**config.mk**
```make
export PLATFORM = sky130hd
export DESIGN_NAME = spi_flash_cmd_seq
export DESIGN_NICKNAME = d
export VERILOG_FILES = /design/src/rtl/spi_seq_pkg.sv /design/src/rtl/spi_seq_buf.sv /design/src/rtl/spi_seq_regs.sv /design/src/rtl/spi_seq_engine.sv /design/src/rtl/spi_flash_cmd_seq.sv
export SDC_FILE = /design/constraint.sdc
export NUM_CORES = 2
export LEC_CHECK = 0
export ABC_AREA = 1
export BUFFER_PORTS_ARGS = -buffer_cell sky130_fd_sc_hd__buf_4
export CORE_MARGIN = 2
export CORE_UTILIZATION = 45
export CTS_CLUSTER_DIAMETER = 150
export DETAILED_ROUTE_END_ITERATION = 12
export SETUP_SLACK_MARGIN = 0.15
export SLEW_MARGIN = 20
export SYNTH_ARGS = -nofsm -noshare
export SYNTH_HDL_FRONTEND = slang
export SYNTH_SLANG_ARGS = --single-unit
```
**constraint.sdc**
```tcl
create_clock -name clk -period 10.4 [get_ports clk]
set_input_delay 1.56 -clock clk [delete_from_list [all_inputs] [get_ports clk]]
set_output_delay 1.56 -clock clk [all_outputs]
set_load 0.005 [all_outputs]
```
**src/rtl/spi_seq_pkg.sv**
```systemverilog
`timescale 1ns/1ps
package spi_seq_pkg;

  localparam logic [11:0] OFS_VERSION = 12'h1F8;
  localparam logic [11:0] OFS_CFG     = 12'h300;
  localparam logic [11:0] OFS_OPC     = 12'h308;
  localparam logic [11:0] OFS_ADDR    = 12'h30C;
  localparam logic [11:0] OFS_BUF     = 12'h400;

  localparam int CFG_LEN_LSB = 9;

  typedef enum logic [2:0] {
    ST_IDLE,
    ST_SETUP,
    ST_OPC,
    ST_ADDR,
    ST_DUMMY,
    ST_DATA,
    ST_HOLD
  } seq_state_e;

endpackage

```
**src/rtl/spi_seq_buf.sv**
```systemverilog
`timescale 1ns/1ps
// Byte-organised staging buffer: word port for the register side,
// byte port for the serial engine.
module spi_seq_buf #(
  parameter int WORDS = 16,
  localparam int IDX_W = $clog2(WORDS),
  localparam int BIDX_W = $clog2(WORDS * 4)
) (
  input  logic              clk,
  input  logic              rst_n,
  input  logic              host_we,
  input  logic [IDX_W-1:0]  host_idx,
  input  logic [31:0]       host_wdata,
  output logic [31:0]       host_rdata,
  input  logic              eng_we,
  input  logic [BIDX_W-1:0] eng_widx,
  input  logic [7:0]        eng_wbyte,
  input  logic [BIDX_W-1:0] eng_ridx,
  output logic [7:0]        eng_rbyte
);

  localparam int NBYTES = WORDS * 4;

  logic [7:0] bytes_q [NBYTES];

  for (genvar w = 0; w < WORDS; w++) begin : g_word
    for (genvar b = 0; b < 4; b++) begin : g_lane
      localparam int BI = w * 4 + b;
      always_ff @(posedge clk or negedge rst_n) begin
        if (!rst_n) begin
          bytes_q[BI] <= '0;
        end else if (host_we && host_idx == IDX_W'(w)) begin
          bytes_q[BI] <= host_wdata[8*b +: 8];
        end else if (eng_we && eng_widx == BIDX_W'(BI)) begin
          bytes_q[BI] <= eng_wbyte;
        end
      end
    end
  end

  assign host_rdata = {bytes_q[{host_idx, 2'd3}], bytes_q[{host_idx, 2'd2}],
                       bytes_q[{host_idx, 2'd1}], bytes_q[{host_idx, 2'd0}]};
  assign eng_rbyte  = bytes_q[eng_ridx];

  // Host writes are blocked while a command runs; capture only happens then.
  assert_no_collision_R9: assert property (@(posedge clk) disable iff (!rst_n)
    eng_we |-> !host_we);

endmodule

```
**src/rtl/spi_seq_regs.sv**
```systemverilog
`timescale 1ns/1ps
// Register decode: command fields, opcode, address, version and buffer window.
module spi_seq_regs
  import spi_seq_pkg::*;
#(
  parameter int          WORDS   = 16,
  parameter int          LEN_W   = 6,
  parameter logic [31:0] VERSION = 32'h350,
  localparam int IDX_W = $clog2(WORDS)
) (
  input  logic             clk,
  input  logic             rst_n,
  input  logic             bus_we,
  input  logic [11:0]      bus_addr,
  input  logic [31:0]      bus_wdata,
  output logic [31:0]      bus_rdata,
  input  logic             busy,
  output logic             start,
  output logic [1:0]       cs_sel,
  output logic             addr_en,
  output logic [2:0]       dummy_cnt,
  output logic             data_en,
  output logic             rd_mode,
  output logic [LEN_W-1:0] len_m1,
  output logic [7:0]       opcode,
  output logic [31:0]      addr_val,
  output logic             host_we,
  output logic [IDX_W-1:0] host_idx,
  output logic [31:0]      host_wdata,
  input  logic [31:0]      host_rdata
);

  logic        sel_cfg, sel_opc, sel_addr, sel_ver, sel_buf, accept;
  logic [11:0] buf_off;
  logic [31:0] cfg_word;

  assign buf_off  = bus_addr - OFS_BUF;
  assign sel_cfg  = (bus_addr == OFS_CFG);
  assign sel_opc  = (bus_addr == OFS_OPC);
  assign sel_addr = (bus_addr == OFS_ADDR);
  assign sel_ver  = (bus_addr == OFS_VERSION);
  assign sel_buf  = (bus_addr >= OFS_BUF) && (buf_off < 12'(WORDS * 4));
  assign accept   = bus_we && !busy;

  assign start      = accept && sel_cfg && bus_wdata[0];
  assign host_we    = accept && sel_buf;
  assign host_idx   = buf_off[IDX_W+1:2];
  assign host_wdata = bus_wdata;

  always_ff @(posedge clk or negedge rst_n) begin
    if (!rst_n) begin
      cs_sel    <= '0;
      addr_en   <= 1'b0;
      dummy_cnt <= '0;
      data_en   <= 1'b0;
      rd_mode   <= 1'b0;
      len_m1    <= '0;
      opcode    <= '0;
      addr_val  <= '0;
    end else if (accept) begin
      if (sel_cfg) begin
        cs_sel    <= bus_wdata[2:1];
        addr_en   <= bus_wdata[3];
        dummy_cnt <= bus_wdata[6:4];
        data_en   <= bus_wdata[7];
        rd_mode   <= bus_wdata[8];
        len_m1    <= bus_wdata[CFG_LEN_LSB +: LEN_W];
      end
      if (sel_opc)  opcode   <= bus_wdata[7:0];
      if (sel_addr) addr_val <= bus_wdata;
    end
  end

  always_comb begin
    cfg_word = '0;
    cfg_word[0] = busy;
    cfg_word[2:1] = cs_sel;
    cfg_word[3] = addr_en;
    cfg_word[6:4] = dummy_cnt;
    cfg_word[7] = data_en;
    cfg_word[8] = rd_mode;
    cfg_word[CFG_LEN_LSB +: LEN_W] = len_m1;
  end

  always_comb begin
    bus_rdata = '0;
    if (sel_cfg)       bus_rdata = cfg_word;
    else if (sel_opc)  bus_rdata = {24'd0, opcode};
    else if (sel_addr) bus_rdata = addr_val;
    else if (sel_ver)  bus_rdata = VERSION;
    else if (sel_buf)  bus_rdata = host_rdata;
  end

  assert_locked_opcode_R9: assert property (@(posedge clk) disable iff (!rst_n)
    (busy && bus_we && sel_opc) |=> $stable(opcode));
  assert_locked_len_R9: assert property (@(posedge clk) disable iff (!rst_n)
    (busy && bus_we && sel_cfg) |=> $stable(len_m1) && $stable(rd_mode));
  assert_locked_addr_R9: assert property (@(posedge clk) disable iff (!rst_n)
    (busy && bus_we && sel_addr) |=> $stable(addr_val));

endmodule

```
**src/rtl/spi_seq_engine.sv**
```systemverilog
`timescale 1ns/1ps
// Serial engine: sequences the phases of one command in SPI mode 0.
module spi_seq_engine
  import spi_seq_pkg::*;
#(
  parameter int CLK_DIV    = 4,
  parameter int ADDR_BYTES = 3,
  parameter int NUM_CS     = 1,
  parameter int LEN_W      = 6
) (
  input  logic              clk,
  input  logic              rst_n,
  input  logic              start,
  input  logic [1:0]        cs_sel,
  input  logic              addr_en,
  input  logic [2:0]        dummy_cnt,
  input  logic              data_en,
  input  logic              rd_mode,
  input  logic [LEN_W-1:0]  len_m1,
  input  logic [7:0]        opcode,
  input  logic [31:0]       addr_val,
  input  logic [7:0]        buf_rbyte,
  output logic [LEN_W-1:0]  buf_ridx,
  output logic [LEN_W-1:0]  buf_widx,
  output logic              buf_we,
  output logic [7:0]        buf_wbyte,
  output logic              busy,
  output logic              spi_sclk,
  output logic [NUM_CS-1:0] spi_cs_n,
  output logic              spi_mosi,
  input  logic              spi_miso
);

  localparam int HALF = CLK_DIV / 2;
  localparam int TC_W = (HALF > 1) ? $clog2(HALF) : 1;

  seq_state_e       state_q, nxt_state;
  logic [TC_W-1:0]  tcnt_q;
  logic             tick, sclk_q, wait_q, last_byte;
  logic [2:0]       bit_q;
  logic [LEN_W-1:0] cnt_q, nxt_cnt;
  logic [7:0]       tx_q, ld_byte;
  logic [6:0]       rx_q;
  logic [4:0]       sh_amt;

  function automatic seq_state_e after_phase(seq_state_e cur, logic aen,
                                             logic [2:0] dcnt, logic den);
    seq_state_e n;
    n = ST_HOLD;
    if (cur == ST_OPC && aen)                              n = ST_ADDR;
    else if ((cur == ST_OPC || cur == ST_ADDR) && dcnt != 3'd0) n = ST_DUMMY;
    else if (cur != ST_DATA && den)                        n = ST_DATA;
    return n;
  endfunction

  assign tick = (tcnt_q == TC_W'(HALF - 1));

  always_comb begin
    case (state_q)
      ST_OPC:   last_byte = 1'b1;
      ST_ADDR:  last_byte = (cnt_q == LEN_W'(ADDR_BYTES - 1));
      ST_DUMMY: last_byte = ((cnt_q + LEN_W'(1)) == LEN_W'(dummy_cnt));
      ST_DATA:  last_byte = (cnt_q == len_m1);
      default:  last_byte = 1'b0;
    endcase
    nxt_state = last_byte ? after_phase(state_q, addr_en, dummy_cnt, data_en) : state_q;
    nxt_cnt   = last_byte ? '0 : cnt_q + LEN_W'(1);
  end

  assign sh_amt   = 5'((ADDR_BYTES - 1 - int'(nxt_cnt)) * 8);
  assign buf_ridx = nxt_cnt;

  always_comb begin
    case (nxt_state)
      ST_OPC:  ld_byte = opcode;
      ST_ADDR: ld_byte = 8'(addr_val >> sh_amt);
      ST_DATA: ld_byte = rd_mode ? 8'h00 : buf_rbyte;
      default: ld_byte = 8'h00;
    endcase
  end

  always_ff @(posedge clk or negedge rst_n) begin
    if (!rst_n) begin
      state_q <= ST_IDLE;
      tcnt_q  <= '0;
      sclk_q  <= 1'b0;
      wait_q  <= 1'b0;
      bit_q   <= '0;
      cnt_q   <= '0;
      tx_q    <= '0;
      rx_q    <= '0;
    end else if (state_q == ST_IDLE) begin
      if (start) begin
        state_q <= ST_SETUP;
        tcnt_q  <= '0;
        sclk_q  <= 1'b0;
        wait_q  <= 1'b0;
        bit_q   <= '0;
        cnt_q   <= '0;
        tx_q    <= opcode;
      end
    end else begin
      tcnt_q <= tick ? '0 : tcnt_q + TC_W'(1);
      if (tick) begin
        case (state_q)
          ST_SETUP, ST_HOLD: begin
            wait_q <= !wait_q;
            if (wait_q) state_q <= (state_q == ST_SETUP) ? ST_OPC : ST_IDLE;
          end
          default: begin
            if (!sclk_q) begin
              sclk_q <= 1'b1;
              rx_q   <= {rx_q[5:0], spi_miso};
            end else begin
              sclk_q <= 1'b0;
              if (bit_q == 3'd7) begin
                bit_q   <= '0;
                state_q <= nxt_state;
                cnt_q   <= nxt_cnt;
                tx_q    <= ld_byte;
              end else begin
                bit_q <= bit_q + 3'd1;
                tx_q  <= {tx_q[6:0], 1'b0};
              end
            end
          end
        endcase
      end
    end
  end

  assign busy      = (state_q != ST_IDLE);
  assign spi_sclk  = sclk_q;
  assign spi_mosi  = busy ? tx_q[7] : 1'b0;
  assign buf_we    = (state_q == ST_DATA) && rd_mode && tick && !sclk_q && (bit_q == 3'd7);
  assign buf_wbyte = {rx_q, spi_miso};
  assign buf_widx  = cnt_q;

  for (genvar i = 0; i < NUM_CS; i++) begin : g_cs
    assign spi_cs_n[i] = !(busy && (cs_sel == 2'(i)));
  end

  assert_sclk_idle_R8: assert property (@(posedge clk) disable iff (!rst_n)
    (&spi_cs_n) |-> !spi_sclk);
  assert_single_cs_R8: assert property (@(posedge clk) disable iff (!rst_n)
    $onehot0(~spi_cs_n));
  assert_mosi_low_phase_R7: assert property (@(posedge clk) disable iff (!rst_n)
    (busy && $past(busy) && spi_sclk && $past(spi_sclk)) |-> $stable(spi_mosi));
  assert_done_after_hold_R2: assert property (@(posedge clk) disable iff (!rst_n)
    $fell(busy) |-> ($past(state_q) == ST_HOLD) && !spi_sclk);
  assert_setup_clock_low_R8: assert property (@(posedge clk) disable iff (!rst_n)
    (state_q == ST_SETUP) |-> !spi_sclk);

endmodule

```
**src/rtl/spi_flash_cmd_seq.sv**
```systemverilog
`timescale 1ns/1ps
// Top: register-launched serial-flash command sequencer.
module spi_flash_cmd_seq #(
  parameter int BUF_WORDS  = 16,
  parameter int ADDR_BYTES = 3,
  parameter int CLK_DIV    = 4,
  parameter int NUM_CS     = 1
) (
  input  logic              clk,
  input  logic              rst_n,
  input  logic              reg_we,
  input  logic [11:0]       reg_addr,
  input  logic [31:0]       reg_wdata,
  output logic [31:0]       reg_rdata,
  output logic              spi_sclk,
  output logic [NUM_CS-1:0] spi_cs_n,
  output logic              spi_mosi,
  input  logic              spi_miso
);

  localparam int          LEN_W   = $clog2(BUF_WORDS * 4);
  localparam int          IDX_W   = $clog2(BUF_WORDS);
  localparam logic [31:0] VERSION = (BUF_WORDS == 64) ? 32'h351 : 32'h350;

  logic             busy, start, addr_en, data_en, rd_mode;
  logic [1:0]       cs_sel;
  logic [2:0]       dummy_cnt;
  logic [LEN_W-1:0] len_m1, eng_ridx, eng_widx;
  logic [7:0]       opcode, eng_rbyte, eng_wbyte;
  logic [31:0]      addr_val, host_wdata, host_rdata;
  logic             host_we, eng_we;
  logic [IDX_W-1:0] host_idx;

  spi_seq_regs #(
    .WORDS(BUF_WORDS), .LEN_W(LEN_W), .VERSION(VERSION)
  ) regs_i (
    .clk(clk), .rst_n(rst_n),
    .bus_we(reg_we), .bus_addr(reg_addr), .bus_wdata(reg_wdata), .bus_rdata(reg_rdata),
    .busy(busy), .start(start), .cs_sel(cs_sel), .addr_en(addr_en),
    .dummy_cnt(dummy_cnt), .data_en(data_en), .rd_mode(rd_mode), .len_m1(len_m1),
    .opcode(opcode), .addr_val(addr_val),
    .host_we(host_we), .host_idx(host_idx), .host_wdata(host_wdata), .host_rdata(host_rdata)
  );

  spi_seq_buf #(.WORDS(BUF_WORDS)) buf_i (
    .clk(clk), .rst_n(rst_n),
    .host_we(host_we), .host_idx(host_idx), .host_wdata(host_wdata), .host_rdata(host_rdata),
    .eng_we(eng_we), .eng_widx(eng_widx), .eng_wbyte(eng_wbyte),
    .eng_ridx(eng_ridx), .eng_rbyte(eng_rbyte)
  );

  spi_seq_engine #(
    .CLK_DIV(CLK_DIV), .ADDR_BYTES(ADDR_BYTES), .NUM_CS(NUM_CS), .LEN_W(LEN_W)
  ) engine_i (
    .clk(clk), .rst_n(rst_n), .start(start),
    .cs_sel(cs_sel), .addr_en(addr_en), .dummy_cnt(dummy_cnt), .data_en(data_en),
    .rd_mode(rd_mode), .len_m1(len_m1), .opcode(opcode), .addr_val(addr_val),
    .buf_rbyte(eng_rbyte), .buf_ridx(eng_ridx), .buf_widx(eng_widx),
    .buf_we(eng_we), .buf_wbyte(eng_wbyte), .busy(busy),
    .spi_sclk(spi_sclk), .spi_cs_n(spi_cs_n), .spi_mosi(spi_mosi), .spi_miso(spi_miso)
  );

endmodule

```
==> flow_summary.yaml <==
outcome:
  status: "complete, no violations"
detailed_routing:
  first_pass_iters: 8
  wl_per_cell_um: 36.6
  final_antenna_net_count: 0
  vias_per_cell: 7.31
  drt-initial-drc-count: 7290
  drc: 0
  vias: 39400
  routed_wl_um: 197000
critical_path:
  crit_path_end_kind: "primary output"
  cp.required_ps: 8840
  start_kind: "primary input"
  crit_arrival_ps: 5600
  worst-path-max-fanout: 79
  crit_type: "primary input to primary output"
floorplanning:
  ios: 83
  die_h_um: 282
  die_w_um: 282
  row_count: 101
  fp.coreArea_mm2: 0.0761
  dieArea_mm2: 0.0793
  initial_core_util: 0.456
global_routing:
  grt_overflow: 0
  met3_usage: 0.212
  grt_pass1_vias: 35400
  grt_util_all_layers: 0.488
  grt-busiest-layer: "met2"
  grt_pass1_wl_um: 274000
  grt_max_degree: 153
  antenna_found_initial: 12
  grt_use_met2: 0.653
  met1_usage: 0.634
cts:
  clk-insertion-delay-late_ps: 650
  numCtsBuffers: 72
  cts_buffer_depth: 3
  numClockSinks: 596
  cts-resized-gates: 0
  clk_pin_slew_ps: 60
  cts_tree: "done"
  cts_max_level: 3
  cts_setup_buffers: 0
  cts_root_buf: "clkbuf_16"
  cts_hold_buf: 0
placement:
  port_buffers: 82
  place.detailed.hpwl_um: 127000
  gp_congestion: 1.09
  place_area_mm2: 0.0358
sta:
  finClkSkew_ps: 26.4
  finalSetupTns_ps: 0
  grt_setup_unrepaired: "false"
  finalSetupViolCount: 0
  slew_headroom: 0.0252
  fin_crit_ps: 7160
  timing.fmax_ghz: 0.140
  period_share: 0.689
  hold_violations: 0
  worst_pin_slew_ps: 1450
  drv_slew: 0
yosys:
  synth_warnings: 0
  synth.distinct_cells: 45
  synthFlopType: "dfrtp_1"
  ys_ff_latch: 596
  synth-edff-count: 0
  postSynthAreaPerCell_um2: 7.85
  netlist_area_mm2: 0.0347
  async_flop_share: 1.00
  seq_area_frac_synth: 0.430
  syn_inst: 4416
  syn-num-nets: 4470
finish:
  layout.cells.most_common: "nand2_1"
  final_cell_mix: "1230 x nand2_1, 596 x dfrtp_1, 548 x nand3_1"
  final_cell_area_mm2: 0.0382
  nets: 4351
  drive_gt1_frac: 0.0770
  area_delta_synth_final_pct: 10.0
  n_fill_cell: 7410
power_and_ir_drop:
  internal-power_mw: 3.93
  clkPwrFrac: 0.480
  p_sw_mw: 1.54
  leakage_nw: 16.0
  comb_power_share: 0.090
  ir_worst_vdd_v: 0.000115
  swShare: 0.282
  power.density_mw_per_mm2: 143
  seqPwrFrac: 0.430
job:
  maxCapViolCount: 0
min_path:
  worstHoldPathType: "flip-flop to flip-flop"
## cell families (layout without fill, tap and decap cells)
logic type	Yosys count	after routing	share of synthesized area
buf+inv	601	538	0.0725
compound gates	1093	1093	0.227
simple gates	2117	2117	0.268
flops	596	596	0.430
xor+xnor	3	3	0.000758
fa+ha+maj	6	6	0.00216
other cells	0	4	0
## flip-flops by register name, summed over array words and instances (netlist names)
register / flops
engine_i.wait_q: 1
engine_i.bit_q: 3
regs_i.rd_mode: 1
engine_i.state_q: 3
regs_i.addr_val: 32
engine_i.buf_widx: 6
engine_i.tcnt_q: 1
regs_i.len_m1: 6
engine_i.spi_sclk: 1
regs_i.cs_sel: 2
regs_i.opcode: 8
engine_i.tx_q: 8
buf_i.bytes_q: 512
regs_i.addr_en: 1
engine_i.rx_q: 7
regs_i.data_en: 1
regs_i.dummy_cnt: 3
## path summary, 6_finish.rpt
path	start	to	slack [ps]	depth (start not counted)
hold / removal	regs_i.addr_val[3]$_DFFE_PN0P_	regs_i.addr_val[3]$_DFFE_PN0P_	480	2
setup reg to reg	engine_i.buf_widx[0]$_DFFE_PN0P_	engine_i.tx_q[2]$_DFFE_PN0P_	3270	22
hold reg to reg	regs_i.addr_val[3]$_DFFE_PN0P_	regs_i.addr_val[3]$_DFFE_PN0P_	480	2
setup / recovery	reg_addr[2]	reg_rdata[28]	3240	11
max in group asynchronous	rst_n	buf_i.bytes_q[435]$_DFFE_PN0P_	7300	3
min in group asynchronous	rst_n	buf_i.bytes_q[136]$_DFFE_PN0P_	1010	1
## per-stage QoR
| stage | setup WS (ps) | total power [mW] | hold WS [ps] | utilization | cells |
|---|---|---|---|---|---|
| global route | 3370 | 5.54 | 508 | 0.501 | 5383 |
| floorplan | 5710 | 2.55 | 453 | - | 4416 |
| finish | 3240 | 5.47 | 484 | 0.502 | 5387 |
| detailed placement | 3750 | 2.84 | 474 | 0.470 | 5253 |
| global placement | 3800 | 2.84 | 467 | 0.470 | 5253 |
| CTS | 3740 | 5.42 | 489 | 0.501 | 5383 |
## layout make-up
type	instances	area [um^2]	share of cell area
Inverter	237	903	0.0237
Clock inverter	27	302	0.00790
Sequential cell	596	14900	0.391
Antenna cell	4	10.0	0.000262
Tap cell	1030	1290	0.0338
Clock buffer	103	2090	0.0548
Multi-Input combinational cell	3219	17300	0.454
Timing Repair Buffer	171	1340	0.0351
## power groups by stage
stage	logic [mW]	registers (mW)	clock network (mW)
global placement	0.448	2.39	0
detailed placement	0.448	2.39	0
floorplan	0.170	2.38	0
finish	0.492	2.35	2.63
CTS	0.448	2.35	2.62
global route	0.485	2.35	2.71
## cells in the mapped netlist, types with 2 or more instances
| cell | count | area [um^2] |
|---|---|---|
| buf_6 | 5 | 56.3 |
| clkinv_1 | 56 | 210 |
| buf_4 | 39 | 293 |
| nand3_4 | 2 | 35.0 |
| o21ai_1 | 6 | 30.0 |
| o21ai_0 | 238 | 1190 |
| nor3_1 | 38 | 190 |
| o22ai_1 | 273 | 1710 |
| o32ai_1 | 3 | 26.3 |
| o21a_1 | 2 | 15.0 |
| buf_1 | 37 | 139 |
| clkbuf_1 | 226 | 848 |
| or2_2 | 7 | 43.8 |
| nand3_1 | 549 | 2750 |
| nor2_1 | 91 | 342 |
| nor4_1 | 3 | 18.8 |
| nand4_1 | 182 | 1140 |
| nand2_1 | 1234 | 4630 |
| dfrtp_1 | 596 | 14900 |
| a221oi_1 | 7 | 61.3 |
| buf_2 | 57 | 285 |
| o211ai_1 | 15 | 113 |
| xnor2_1 | 3 | 26.3 |
| a31oi_1 | 2 | 12.5 |
| o221ai_1 | 515 | 4510 |
| inv_1 | 168 | 631 |
| a21oi_1 | 16 | 80.1 |
| ha_1 | 6 | 75.1 |
| o31ai_1 | 11 | 82.6 |
| inv_2 | 12 | 45.0 |
| nor2_2 | 3 | 18.8 |
## layer usage
layer / vias to the layer above / routed length [um]
met5: - / 178
met4: 16 / 16600
met3: 784 / 32100
met2: 3557 / 76600
met1: 18900 / 71700
li1: 16100 / -
## worst max-delay path, stage by stage
cell	delay, ps
buf_4	140
inv_1	110
nor2_1	60
buf_4	170
inv_4	680
buf_4	720
o22ai_1	120
o21ai_0	1020
nand4_1	350
o21ai_0	350
buf_4	170
Note: power is estimated with default switching activity, not from simulation.
